[src/rtl/exc_pkg.sv]
package exc_pkg;

  typedef enum logic [4:0] {
    M_USR = 5'h10,
    M_FIQ = 5'h11,
    M_IRQ = 5'h12,
    M_SVC = 5'h13,
    M_ABT = 5'h17,
    M_UND = 5'h1B,
    M_SYS = 5'h1F
  } mode_e;

  typedef struct packed {
    logic [4:0] mode;
    logic       t;
    logic       i;
    logic       f;
  } status_t;

  localparam int STATUS_W  = $bits(status_t);
  // causes by urgency, index 0 most urgent
  localparam int NUM_EXC   = 6;
  localparam int EXC_IW    = $clog2(NUM_EXC);
  localparam int X_DABT    = 0;
  localparam int X_FIQ     = 1;
  localparam int X_IRQ     = 2;
  localparam int X_PABT    = 3;
  localparam int X_UNDEF   = 4;
  localparam int X_SWI     = 5;
  localparam int NUM_BANKS = 5;
  localparam int BANK_AW   = $clog2(NUM_BANKS);

  function automatic logic [4:0] exc_target(input logic [EXC_IW-1:0] k);
    case (k)
      EXC_IW'(X_DABT):  return M_ABT;
      EXC_IW'(X_FIQ):   return M_FIQ;
      EXC_IW'(X_IRQ):   return M_IRQ;
      EXC_IW'(X_PABT):  return M_ABT;
      EXC_IW'(X_UNDEF): return M_UND;
      default:          return M_SVC;
    endcase
  endfunction

  function automatic logic [7:0] exc_offset(input logic [EXC_IW-1:0] k);
    case (k)
      EXC_IW'(X_DABT):  return 8'h10;
      EXC_IW'(X_FIQ):   return 8'h1C;
      EXC_IW'(X_IRQ):   return 8'h18;
      EXC_IW'(X_PABT):  return 8'h0C;
      EXC_IW'(X_UNDEF): return 8'h04;
      default:          return 8'h08;
    endcase
  endfunction

  function automatic logic mode_legal(input logic [4:0] m);
    case (m)
      M_USR, M_FIQ, M_IRQ, M_SVC, M_ABT, M_UND, M_SYS: return 1'b1;
      default: return 1'b0;
    endcase
  endfunction

  function automatic logic has_bank(input logic [4:0] m);
    case (m)
      M_FIQ, M_IRQ, M_SVC, M_ABT, M_UND: return 1'b1;
      default: return 1'b0;
    endcase
  endfunction

  function automatic logic [BANK_AW-1:0] bank_of(input logic [4:0] m);
    case (m)
      M_FIQ:   return BANK_AW'(0);
      M_IRQ:   return BANK_AW'(1);
      M_SVC:   return BANK_AW'(2);
      M_ABT:   return BANK_AW'(3);
      default: return BANK_AW'(4);
    endcase
  endfunction

endpackage

[src/rtl/exc_arbiter.sv]
module exc_arbiter
  import exc_pkg::*;
#(
  parameter int NUM     = NUM_EXC,
  parameter int IRQ_POS = X_IRQ,
  parameter int FIQ_POS = X_FIQ,
  localparam int IW     = $clog2(NUM)
) (
  input  logic          clk,
  input  logic          rst,
  input  logic [NUM-1:0] req,
  input  logic          i_mask,
  input  logic          f_mask,
  output logic          take,
  output logic [IW-1:0] idx
);

  logic [NUM-1:0] eff;

  generate
    for (genvar g = 0; g < NUM; g++) begin : g_mask
      if (g == IRQ_POS) begin : g_irq
        assign eff[g] = req[g] & ~i_mask;
      end else if (g == FIQ_POS) begin : g_fiq
        assign eff[g] = req[g] & ~f_mask;
      end else begin : g_plain
        assign eff[g] = req[g];
      end
    end
  endgenerate

  // scan from least urgent so the most urgent pending cause wins
  always_comb begin
    take = 1'b0;
    idx  = '0;
    for (int k = NUM - 1; k >= 0; k--) begin
      if (eff[k]) begin
        take = 1'b1;
        idx  = IW'(k);
      end
    end
  end

  // a masked interrupt cause is never granted
  a_r7_mask_respected: assert property (@(posedge clk) disable iff (rst)
    take |-> !((idx == IW'(IRQ_POS)) && i_mask) && !((idx == IW'(FIQ_POS)) && f_mask));

  // no pending cause more urgent than the granted one
  a_r6_no_better_pending: assert property (@(posedge clk) disable iff (rst)
    take |-> ((eff & ((NUM'(1) << idx) - NUM'(1))) == '0));

endmodule

[src/rtl/exc_status_bank.sv]
module exc_status_bank #(
  parameter int W     = 9,
  parameter int DEPTH = 5,
  localparam int AW   = $clog2(DEPTH)
) (
  input  logic          clk,
  input  logic          we,
  input  logic [AW-1:0] waddr,
  input  logic [W-1:0]  wdata,
  input  logic [AW-1:0] raddr,
  output logic [W-1:0]  rdata
);

  logic [W-1:0] mem [DEPTH];

  always_ff @(posedge clk) begin
    if (we) mem[waddr] <= wdata;
  end

  assign rdata = mem[raddr];

endmodule

[src/rtl/exc_seq.sv]
module exc_seq
  import exc_pkg::*;
#(
  parameter int                ADDR_W   = 32,
  parameter logic [ADDR_W-1:0] VEC_BASE = '0
) (
  input  logic              clk,
  input  logic              rst,
  input  logic              req_undef,
  input  logic              req_swi,
  input  logic              req_pabt,
  input  logic              req_dabt,
  input  logic              irq,
  input  logic              fiq,
  input  logic [ADDR_W-1:0] next_pc,
  input  logic              ret_req,
  input  logic [ADDR_W-1:0] lr_in,
  input  logic              ctl_wr,
  input  logic [7:0]        ctl_wdata,
  output logic              pc_load,
  output logic [ADDR_W-1:0] pc_out,
  output logic [4:0]        mode,
  output logic              t_bit,
  output logic              i_bit,
  output logic              f_bit,
  output logic              lr_we,
  output logic [4:0]        lr_mode,
  output logic [ADDR_W-1:0] lr_data
);

  localparam int SLOT_W = STATUS_W + 1;  // status plus "deep return" flag

  status_t cpsr;
  status_t wr_st;
  logic [NUM_EXC-1:0] req_vec;
  logic               take;
  logic [EXC_IW-1:0]  idx;
  logic [4:0]         tgt;
  logic [SLOT_W-1:0]  slot_rd;
  status_t            saved_st;
  logic               saved_adj;
  logic               do_ret;
  logic               do_wr;

  assign req_vec[X_DABT]  = req_dabt;
  assign req_vec[X_FIQ]   = fiq;
  assign req_vec[X_IRQ]   = irq;
  assign req_vec[X_PABT]  = req_pabt;
  assign req_vec[X_UNDEF] = req_undef;
  assign req_vec[X_SWI]   = req_swi;

  exc_arbiter #(
    .NUM(NUM_EXC), .IRQ_POS(X_IRQ), .FIQ_POS(X_FIQ)
  ) u_arb (
    .clk(clk), .rst(rst), .req(req_vec),
    .i_mask(cpsr.i), .f_mask(cpsr.f),
    .take(take), .idx(idx)
  );

  assign tgt = exc_target(idx);

  exc_status_bank #(
    .W(SLOT_W), .DEPTH(NUM_BANKS)
  ) u_bank (
    .clk(clk),
    .we(take && !rst),
    .waddr(bank_of(tgt)),
    .wdata({cpsr, (idx == EXC_IW'(X_DABT))}),
    .raddr(bank_of(cpsr.mode)),
    .rdata(slot_rd)
  );

  assign saved_st  = status_t'(slot_rd[SLOT_W-1:1]);
  assign saved_adj = slot_rd[0];
  assign wr_st     = status_t'(ctl_wdata);
  assign do_ret    = ret_req && has_bank(cpsr.mode);
  assign do_wr     = ctl_wr && (cpsr.mode != M_USR) && mode_legal(wr_st.mode);

  always_ff @(posedge clk) begin
    pc_load <= 1'b0;
    lr_we   <= 1'b0;
    if (rst) begin
      cpsr    <= '{mode: M_SVC, t: 1'b0, i: 1'b1, f: 1'b1};
      pc_out  <= VEC_BASE;
      pc_load <= 1'b1;
      lr_mode <= M_SVC;
      lr_data <= '0;
    end else if (take) begin
      cpsr.mode <= tgt;
      cpsr.t    <= 1'b0;
      cpsr.i    <= 1'b1;
      cpsr.f    <= cpsr.f | (idx == EXC_IW'(X_FIQ));
      pc_out    <= VEC_BASE + ADDR_W'(exc_offset(idx));
      pc_load   <= 1'b1;
      lr_we     <= 1'b1;
      lr_mode   <= tgt;
      lr_data   <= next_pc;
    end else if (do_ret) begin
      cpsr    <= saved_st;
      pc_out  <= lr_in - (saved_adj ? ADDR_W'(8) : ADDR_W'(4));
      pc_load <= 1'b1;
    end else if (do_wr) begin
      cpsr <= wr_st;
    end
  end

  assign mode  = cpsr.mode;
  assign t_bit = cpsr.t;
  assign i_bit = cpsr.i;
  assign f_bit = cpsr.f;

  // reset leaves supervisor mode, masked, 32-bit state, reset vector
  a_r1_reset_state: assert property (@(posedge clk)
    $past(rst) |-> (mode == M_SVC) && i_bit && f_bit && !t_bit && pc_load
                   && (pc_out == VEC_BASE) && !lr_we);

  // link request carries the address presented at the entry edge
  a_r2_lr_capture: assert property (@(posedge clk) disable iff (rst)
    lr_we |-> (lr_data == $past(next_pc)) && pc_load);

  // entry lands in the requested mode with masks raised, T cleared
  a_r4_entry_state: assert property (@(posedge clk) disable iff (rst)
    lr_we |-> (mode == lr_mode) && i_bit && !t_bit);

  // fast interrupt entry always ends with F set
  a_r4_fiq_sets_f: assert property (@(posedge clk) disable iff (rst)
    (lr_we && (lr_mode == M_FIQ)) |-> f_bit);

  // vectors stay word aligned within the table
  a_r5_vector_range: assert property (@(posedge clk) disable iff (rst)
    lr_we |-> ((pc_out - VEC_BASE) <= ADDR_W'(8'h1C)) && (pc_out[1:0] == 2'b00));

  // a load without entry only follows from a mode that has a slot
  a_r9_ret_needs_slot: assert property (@(posedge clk) disable iff (rst)
    (!$past(rst) && pc_load && !lr_we) |-> has_bank($past(mode)));

  // outside an entry, user mode never leaves by itself
  a_r10_user_locked: assert property (@(posedge clk) disable iff (rst)
    (!$past(rst) && ($past(mode) == M_USR) && !lr_we) |-> (mode == M_USR));

endmodule

[config.mk]
export PLATFORM = sky130hd
export DESIGN_NAME = exc_seq
export DESIGN_NICKNAME = d
export VERILOG_FILES = /design/src/rtl/exc_pkg.sv /design/src/rtl/exc_arbiter.sv /design/src/rtl/exc_status_bank.sv /design/src/rtl/exc_seq.sv
export SDC_FILE = /design/constraint.sdc
export NUM_CORES = 1
export LEC_CHECK = 0
export ABC_AREA = 1
export BUFFER_PORTS_ARGS = -buffer_cell sky130_fd_sc_hd__clkbuf_2
export CAP_MARGIN = 15
export CORE_MARGIN = 4
export CORE_UTILIZATION = 45
export DETAILED_ROUTE_END_ITERATION = 10
export PLACE_DENSITY = 0.71
export SLEW_MARGIN = 20
export SYNTH_ARGS = -nofsm -noshare
export SYNTH_HDL_FRONTEND = slang
export SYNTH_HIERARCHICAL = 1
export SYNTH_SLANG_ARGS = --single-unit
[constraint.sdc]
create_clock -name clk -period 7.85 [get_ports clk]
set_input_delay 1.1775 -clock clk [delete_from_list [all_inputs] [get_ports clk]]
set_output_delay 1.1775 -clock clk [all_outputs]
set_load 0.05 [all_outputs]
==> metrics.md, run 1 <==
| Metric | Value |
|---|---|
| Status | `finished clean` |
| Worst-Skew Late Latency | `0.41 ns` |
| Synth Area per Inst | `8.235 µm²` |
| Worst-path clk slew | `0.05 ns` |
| Hold path start | `lr_mode[3]` |
| Distinct cells, synth | `44` |
| DIE AREA | `0.01455 mm²` |
| Fin crit period | `4.054 ns` |
| Core ar. | `0.01221 mm²` |
| Crit-path max FO | `11` |
| Synth Cell Area | `0.005707 mm²` |
| Slew Viols, Final | `0` |
| Flops & latches, synth | `123` |
| Clock skew | `0.004714 ns` |
| Setup TNS | `0 ns` |
| Drc violations | `0` |
| Critical path launch point type | `register` |
| P per Cell Area | `229.6 mW/mm²` |
| Antenna-violating nets left | `0` |
| Clock Sinks | `123` |
| First-pass GRT wire length | `23.83 mm` |
| Largest net degree at the start of global routing | `68` |
| DP Wirelength | `11.07 mm` |
| Syn nets | `778` |
| Die X | `120.6 µm` |
| Root Driver | `clkbuf_16` |
| Final net count | `936` |
| Yosys warns | `6` |
| Initial antenna violation count | `0` |
| Setup violations, final | `0` |
| Layout cells sized above 1 | `25.46%` |
| Post-synthesis cell count | `693` |
| Worst setup path start | `mode[3]` |
| Async SR Flop Fraction | `0%` |
| WP data required | `8.16 ns` |
| TritonCTS clock tree | `yes` |
| R2R setup slack | `3.80 ns` |
| Top-area cell type share of the netlist area | `27.36%` |
| Post-synth top flop | `dfxtp_1` |
| RePlAce Congestion | `0.9010` |
| Post-synth EDFFs | `45` |
| CTS hold repair buffers | `0` |
| VDD IR max | `0.1250 mV` |
| Max-slew headroom | `32.73%` |
| Worst setup EP type | `register` |
| # IOs | `161` |
| Initial DRC count | `310` |
| Initial core utilization | `46.73%` |
| Post-synthesis sequential area ratio | `51.04%` |
| Worst Path Arrival | `4.36 ns` |
| ANT cells | `0` |
| Dominant cells by area after synthesis | `dfxtp_1 27%, edfxtp_1 24%, nand2_1 11%, inv_1 5.3%, a22o_1 4.9%` |
| Bufs on Longest Clock Path | `2` |
| Worst Hold Depth | `2` |
| Lkg Pwr | `3.488 nW` |
| Final worst path period share | `51.64%` |
| Register-to-Register Path Depth | `19` |
| Most common cell after layout, fill and taps aside | `nand2_1` |
| Vias | `5052` |
| Area grow syn2layout | `24.93%` |
| Hold slack | `0.4511 ns` |
| Most frequent cells in the layout | `173 x nand2_1, 159 x clkbuf_2, 81 x inv_1, 78 x dfxtp_1, 73 x nor2_1` |
| Endpoints failing hold | `0` |
| Number of CTS-inserted buffers | `17` |
| Die height | `120.6 µm` |
| Critical R2R Launch | `mode[3]` |
| Post-CTS setup repair buffer count | `0` |
| Drt via density | `4.895` |
| Post-CTS Resized | `0` |
| WS Path Type | `register to register` |
| WL final | `14.99 mm` |
| Max frequency | `246.7 MHz` |
| WL/cell | `14.53 µm` |
| Worst slew pin tran | `1.005 ns` |
| MaxCap Viol Count | `0` |
| Cell row count | `40` |
| DRT Pass-1 Iters | `4` |
| GRT Total Usage | `21.00%` |
| Worst Hold Class | `register to register` |
| Port bufs | `159` |
| Largest area contributor in the netlist | `dfxtp_1` |
| Congestion Overflow GR | `0` |
| Vias in the first global route | `4824` |
| Htree depth | `4` |
| RSZ-0062 raised after global routing | `no` |
routing by layer:
layer	part of all wire (%)	wire (µm)	GRT usage, %
met1	42	6271	25.59
met2	48	7263	34.58
met4	1.7	257	8.144
met5	0	0	0
met3	8.0	1197	6.782
power breakdown:
part,switching (mW),internal [mW],leakage [nW],total [mW]
sequential,0.0126,0.684,0.994,0.697
clock,0.263,0.427,0.260,0.691
combinational,0.177,0.0722,2.23,0.250
total,0.453,1.18,3.49,1.64
sequential cells by signal, summed over array words and instances (netlist names):
register,flops
u_bank/mem,45
lr_we,1
pc_load,1
mode,5
lr_mode,4
lr_data,32
pc_out,32
f_bit,1
t_bit,1
i_bit,1
cell type report:
cell class / count / area [µm²]
Clock buffer: 25 / 486.7
Clock inverter: 7 / 41.29
Fill cell: 1158 / 5082
Inverter: 88 / 336.6
Multi-Input combinational cell: 457 / 2308
Sequential cell: 123 / 2913
Tap cell: 168 / 210.2
Timing Repair Buffer: 164 / 833.3
cell families (layout without fill, tap and decap cells):
kind of cell,Yosys count,after routing,share of synthesized area [%]
buffers and inverters,113,284,8.726
AOI/OAI and AO/OA,99,99,11.23
and+or+nand+nor,335,335,25.24
xor gates and xnor gates,19,19,2.916
adders and majority gates,3,3,0.7892
DFF,123,123,51.04
other,1,1,0.06571
stage by stage:
step / util (%) / instances / power (mW) / worst slack, ns / area [µm²]
floorplan: - / 693 / 0.8896 / 4.532 / 5707
detailed placement: 54.06 / 1000 / 0.9595 / 3.834 / 6601
global route: 58.38 / 1032 / 1.709 / 3.224 / 7129
CTS: 58.38 / 1032 / 1.654 / 3.827 / 7129
global placement: 54.06 / 1000 / 0.9578 / 3.883 / 6601
finish: 58.38 / 1032 / 1.637 / 3.796 / 7129
worst max-delay path, cell delays in order (launching register included):
cell and delay, ns:
dfxtp_1 0.50, inv_1 0.07, nand2_1 0.08, inv_1 0.06, nand2_1 0.08, inv_1 0.19
a21oi_1 0.64, clkinv_1 0.47, nand2_1 0.16, nand2_1 0.11, inv_1 0.09, ha_1 0.19
fa_1 0.26, nand2_1 0.11, nor2_1 0.21, nand4_1 0.28, o21ai_0 0.23, nand3_1 0.09
nand2_1 0.09, inv_1 0.03
cell usage after synthesis (all sizes together) (3+ instances only):
cell    instances
inv            85
and2            4
a21oi          24
nor3            6
clkinv          3
nand4           7
o21ai          34
or2             4
xnor2           5
clkbuf          4
buf            21
nor2           78
dfxtp          78
edfxtp         45
nand3          50
a22o           32
o211ai          3
nand2         185
xor2           14
worst paths after layout:
path                                    to
worst min-delay path            lr_mode[3]
worst max register to register  pc_out[30]
worst min register to register  lr_mode[3]
worst max-delay path            pc_out[30]
No activity file was read; power rests on OpenSTA's default activity.
==> inputs of run 2 (changes only) <==
- PLACE_DENSITY: 0.71 -> 0.73
- clock period: 7.85 -> 3.6 ns (I/O delays scaled with it)
==> run 2 against run 1 <==
Against the previous run:
- non-clock buffer count rose by 8
- register-to-register slack got worse by 3.4 ns
- wire length rose by 3.2%
- first-iteration DRC count fell by 13%
- sequential power rose by 120%
- fmax rose by 26%
- clock-buffer cell count fell by 4
- cell count rose by 0.78%
- global-route usage rose by 0.36 points
- combinational power rose by 130%
- critical path type unchanged
- largest power group is now the clock network
- highest routed layer unchanged
==> metrics.md, run 2 (synthesized netlist as in run 1, its figures left out) <==
| Metric | Value |
|---|---|
| Status | `finished clean` |
| TritonCTS clock tree | `yes` |
| Clock Sinks | `123 (unchanged)` |
| Vias in the first global route | `4834 (+0.21%)` |
| Critical path launch point type | `register` |
| Clock skew | `0.01564 ns (+0.01093 ns)` |
| DRT Pass-1 Iters | `4 (unchanged)` |
| Worst-path clk slew | `0.06 ns (about the same)` |
| # IOs | `161 (unchanged)` |
| GRT Total Usage | `21.36% (+0.36 points)` |
| Post-route insts no fill | `1040 (+0.78%)` |
| WL final | `15.47 mm (+3.2%)` |
| Placed Cells incl. Taps | `1008 (+0.80%)` |
| Drt via density | `4.922 (+0.55%)` |
| Area of placed instances | `0.006656 mm² (+0.83%)` |
| FILL cells | `1101 (-4.9%)` |
| Biggest regs | `u_bank/mem (45), lr_data (32), pc_out (32)` |
| Worst slew pin tran | `1.046 ns (+0.04060 ns)` |
| Crit-path max FO | `11 (unchanged)` |
| Final instance area | `0.007317 mm² (+2.6%)` |
| Worst Path Arrival | `3.52 ns (-0.84 ns)` |
| Critical R2R Launch | `mode[0]` |
| Most frequent cells in the layout | `173 x nand2_1, 159 x clkbuf_2, 81 x inv_1, 78 x dfxtp_1, 72 x nor2_1` |
| WHS Endpoint | `lr_data[23]` |
| Worst-Skew Late Latency | `0.41 ns (about the same)` |
| Core Util, Final | `59.92% (+1.5 points)` |
| Final worst path period share | `89.57% (+38 points)` |
| Die X | `120.6 µm (unchanged)` |
| Setup TNS | `0 ns (unchanged)` |
| CP dominant cell by count | `nand2_1` |
| Post-CTS setup repair buffer count | `0 (unchanged)` |
| Die height | `120.6 µm (unchanged)` |
| Vias | `5119 (+1.3%)` |
| RSZ-0062 raised after global routing | `no` |
| Cell row count | `40 (unchanged)` |
| Htree depth | `4 (unchanged)` |
| DP Wirelength | `11.22 mm (+1.4%)` |
| Slowest-stage cell, CP | `dfxtp_1` |
| Drc violations | `0 (unchanged)` |
| Final net count | `944 (+0.85%)` |
| Max frequency | `310.1 MHz (+26%)` |
| VDD IR max | `0.2746 mV (+120%)` |
| Lkg Pwr | `3.592 nW (+3.0%)` |
| Setup violations, final | `0 (unchanged)` |
| First-pass GRT wire length | `24.19 mm (+1.5%)` |
| Number of CTS-inserted buffers | `17 (unchanged)` |
| RR Endpoint | `pc_out[22]` |
| Antenna-violating nets left | `0 (unchanged)` |
| Initial core utilization | `46.73% (unchanged)` |
| Bufs on Longest Clock Path | `2 (unchanged)` |
| Layout cells sized above 1 | `26.95% (+1.5 points)` |
| Max FFs per register | `45 (unchanged)` |
| Core ar. | `0.01221 mm² (unchanged)` |
| Endpoints failing hold | `0 (unchanged)` |
| Congestion Overflow GR | `0 (unchanged)` |
| MaxCap Viol Count | `0 (unchanged)` |
| P per Cell Area | `536.9 mW/mm² (+130%)` |
| Initial antenna violation count | `0 (unchanged)` |
| Fin crit period | `3.225 ns (-0.8294 ns)` |
| WL met1 | `6.548 mm (+4.4%)` |
| Biggest register | `u_bank/mem` |
| Met3 routed WL | `1.111 mm (-7.2%)` |
| Initial DRC count | `271 (-13%)` |
| WP buf/inv | `5 (-1)` |
| WP data required | `3.90 ns (-4.26 ns)` |
| Worst Hold Class | `input port to register` |
| Root Driver | `clkbuf_16` |
| Register-to-Register Path Depth | `19 (unchanged)` |
| Port bufs | `159 (unchanged)` |
| DR top layer | `met4` |
| WL/cell | `14.87 µm (+2.4%)` |
| DIE AREA | `0.01455 mm² (unchanged)` |
| Max incr delay on CP | `0.52 ns (-0.12 ns)` |
| WS Path Type | `register to register` |
| Area grow syn2layout | `28.22%` |
| Worst Hold Depth | `2 (unchanged)` |
| CP delay by family, top | `simple AND/OR/NAND/NOR gates` |
| Slew Viols, Final | `0 (unchanged)` |
| ANT cells | `0 (unchanged)` |
| Hold path start | `next_pc[23]` |
| Max-slew headroom | `30.01% (-2.7 points)` |
| R2R setup slack | `0.38 ns (-3.42 ns)` |
| Critical path, cell by cell | `nand2_1 -> inv_2 -> nand2_1 -> inv_1 -> inv_2 -> nand3_1 -> nand2_1 -> nand2_1 -> nand2_1 -> inv_1 -> ha_1 -> fa_1 -> nand2_1 -> nor2_1 -> inv_1 -> nor2_2 -> nand3_1 -> xor2_1 -> a21oi_1` |
| Worst setup EP type | `register` |
| RePlAce Congestion | `0.9319 (+3.4%)` |
| Largest net degree at the start of global routing | `36 (-47%)` |
| WL met2 | `7.678 mm (+5.7%)` |
| Hold slack | `0.3340 ns (-0.1171 ns)` |
| Most common cell after layout, fill and taps aside | `nand2_1` |
==> run 2: how the worst max path moves through the flow <==
stage / depth (start not counted) / end / from / slack, ns
after floorplan: 22 / pc_out[22] / mode[4] / 0.56
after global placement: 18 / pc_out[14] / mode[4] / 0.51
after detailed placement: 19 / pc_out[22] / mode[3] / 0.36
after CTS: 19 / pc_out[22] / mode[3] / 0.37
after global routing: 19 / pc_out[22] / mode[0] / 0.002
final: 19 / pc_out[22] / mode[0] / 0.38
==> run 2: through the flow <==
stage | power, mW | setup WS (ns)
finish | 3.929 | 0.3753
global route | 4.074 | 0.001882
CTS | 3.951 | 0.3654
detailed placement | 2.104 | 0.3646
global placement | 2.098 | 0.5135
floorplan | 1.940 | 0.5595
==> run 2: where the power goes <==
| part | total, mW | switching, mW | internal (mW) |
|---|---|---|---|
| clock | 1.85 | 0.633 | 1.22 |
| sequential | 1.52 | 0.0267 | 1.49 |
| combinational | 0.563 | 0.396 | 0.167 |
==> run 2: worst register-to-register path: stages, from the launching register on <==
cell     delay, ns
dfxtp_1       0.52
nand2_1       0.11
inv_2         0.08
nand2_1       0.08
inv_1         0.34
inv_2         0.22
nand3_1       0.14
nand2_1       0.06
nand2_1       0.05
nand2_1       0.09
inv_1         0.09
ha_1          0.18
fa_1          0.24
nand2_1       0.09
nor2_1        0.20
inv_1         0.08
nor2_2        0.19
nand3_1       0.13
xor2_1        0.14
a21oi_1       0.07
==> run 2: area by class of cell <==
class	instances	area, µm²	share of cell area (%)
Inverter	88	336.6	4.600
Tap cell	168	210.2	2.873
Sequential cell	123	2913	39.81
Clock inverter	11	151.4	2.069
Clock buffer	21	503.0	6.874
Multi-Input combinational cell	457	2310	31.57
Timing Repair Buffer	172	893.4	12.21
==> run 2: per-layer routing <==
| metal | vias up | track usage (%) |
|---|---|---|
| met5 | - | 0 |
| met4 | 0 | 5.241 |
| met3 | 13 | 7.577 |
| met2 | 176 | 36.43 |
| met1 | 2336 | 25.80 |
| li1 | 2594 | - |
==> run 2: what timing repair did <==
item	4_1_cts	5_1_grt
gates resized for setup	0	2
endpoints found under the setup margin	0	2
hold buffers	0	0
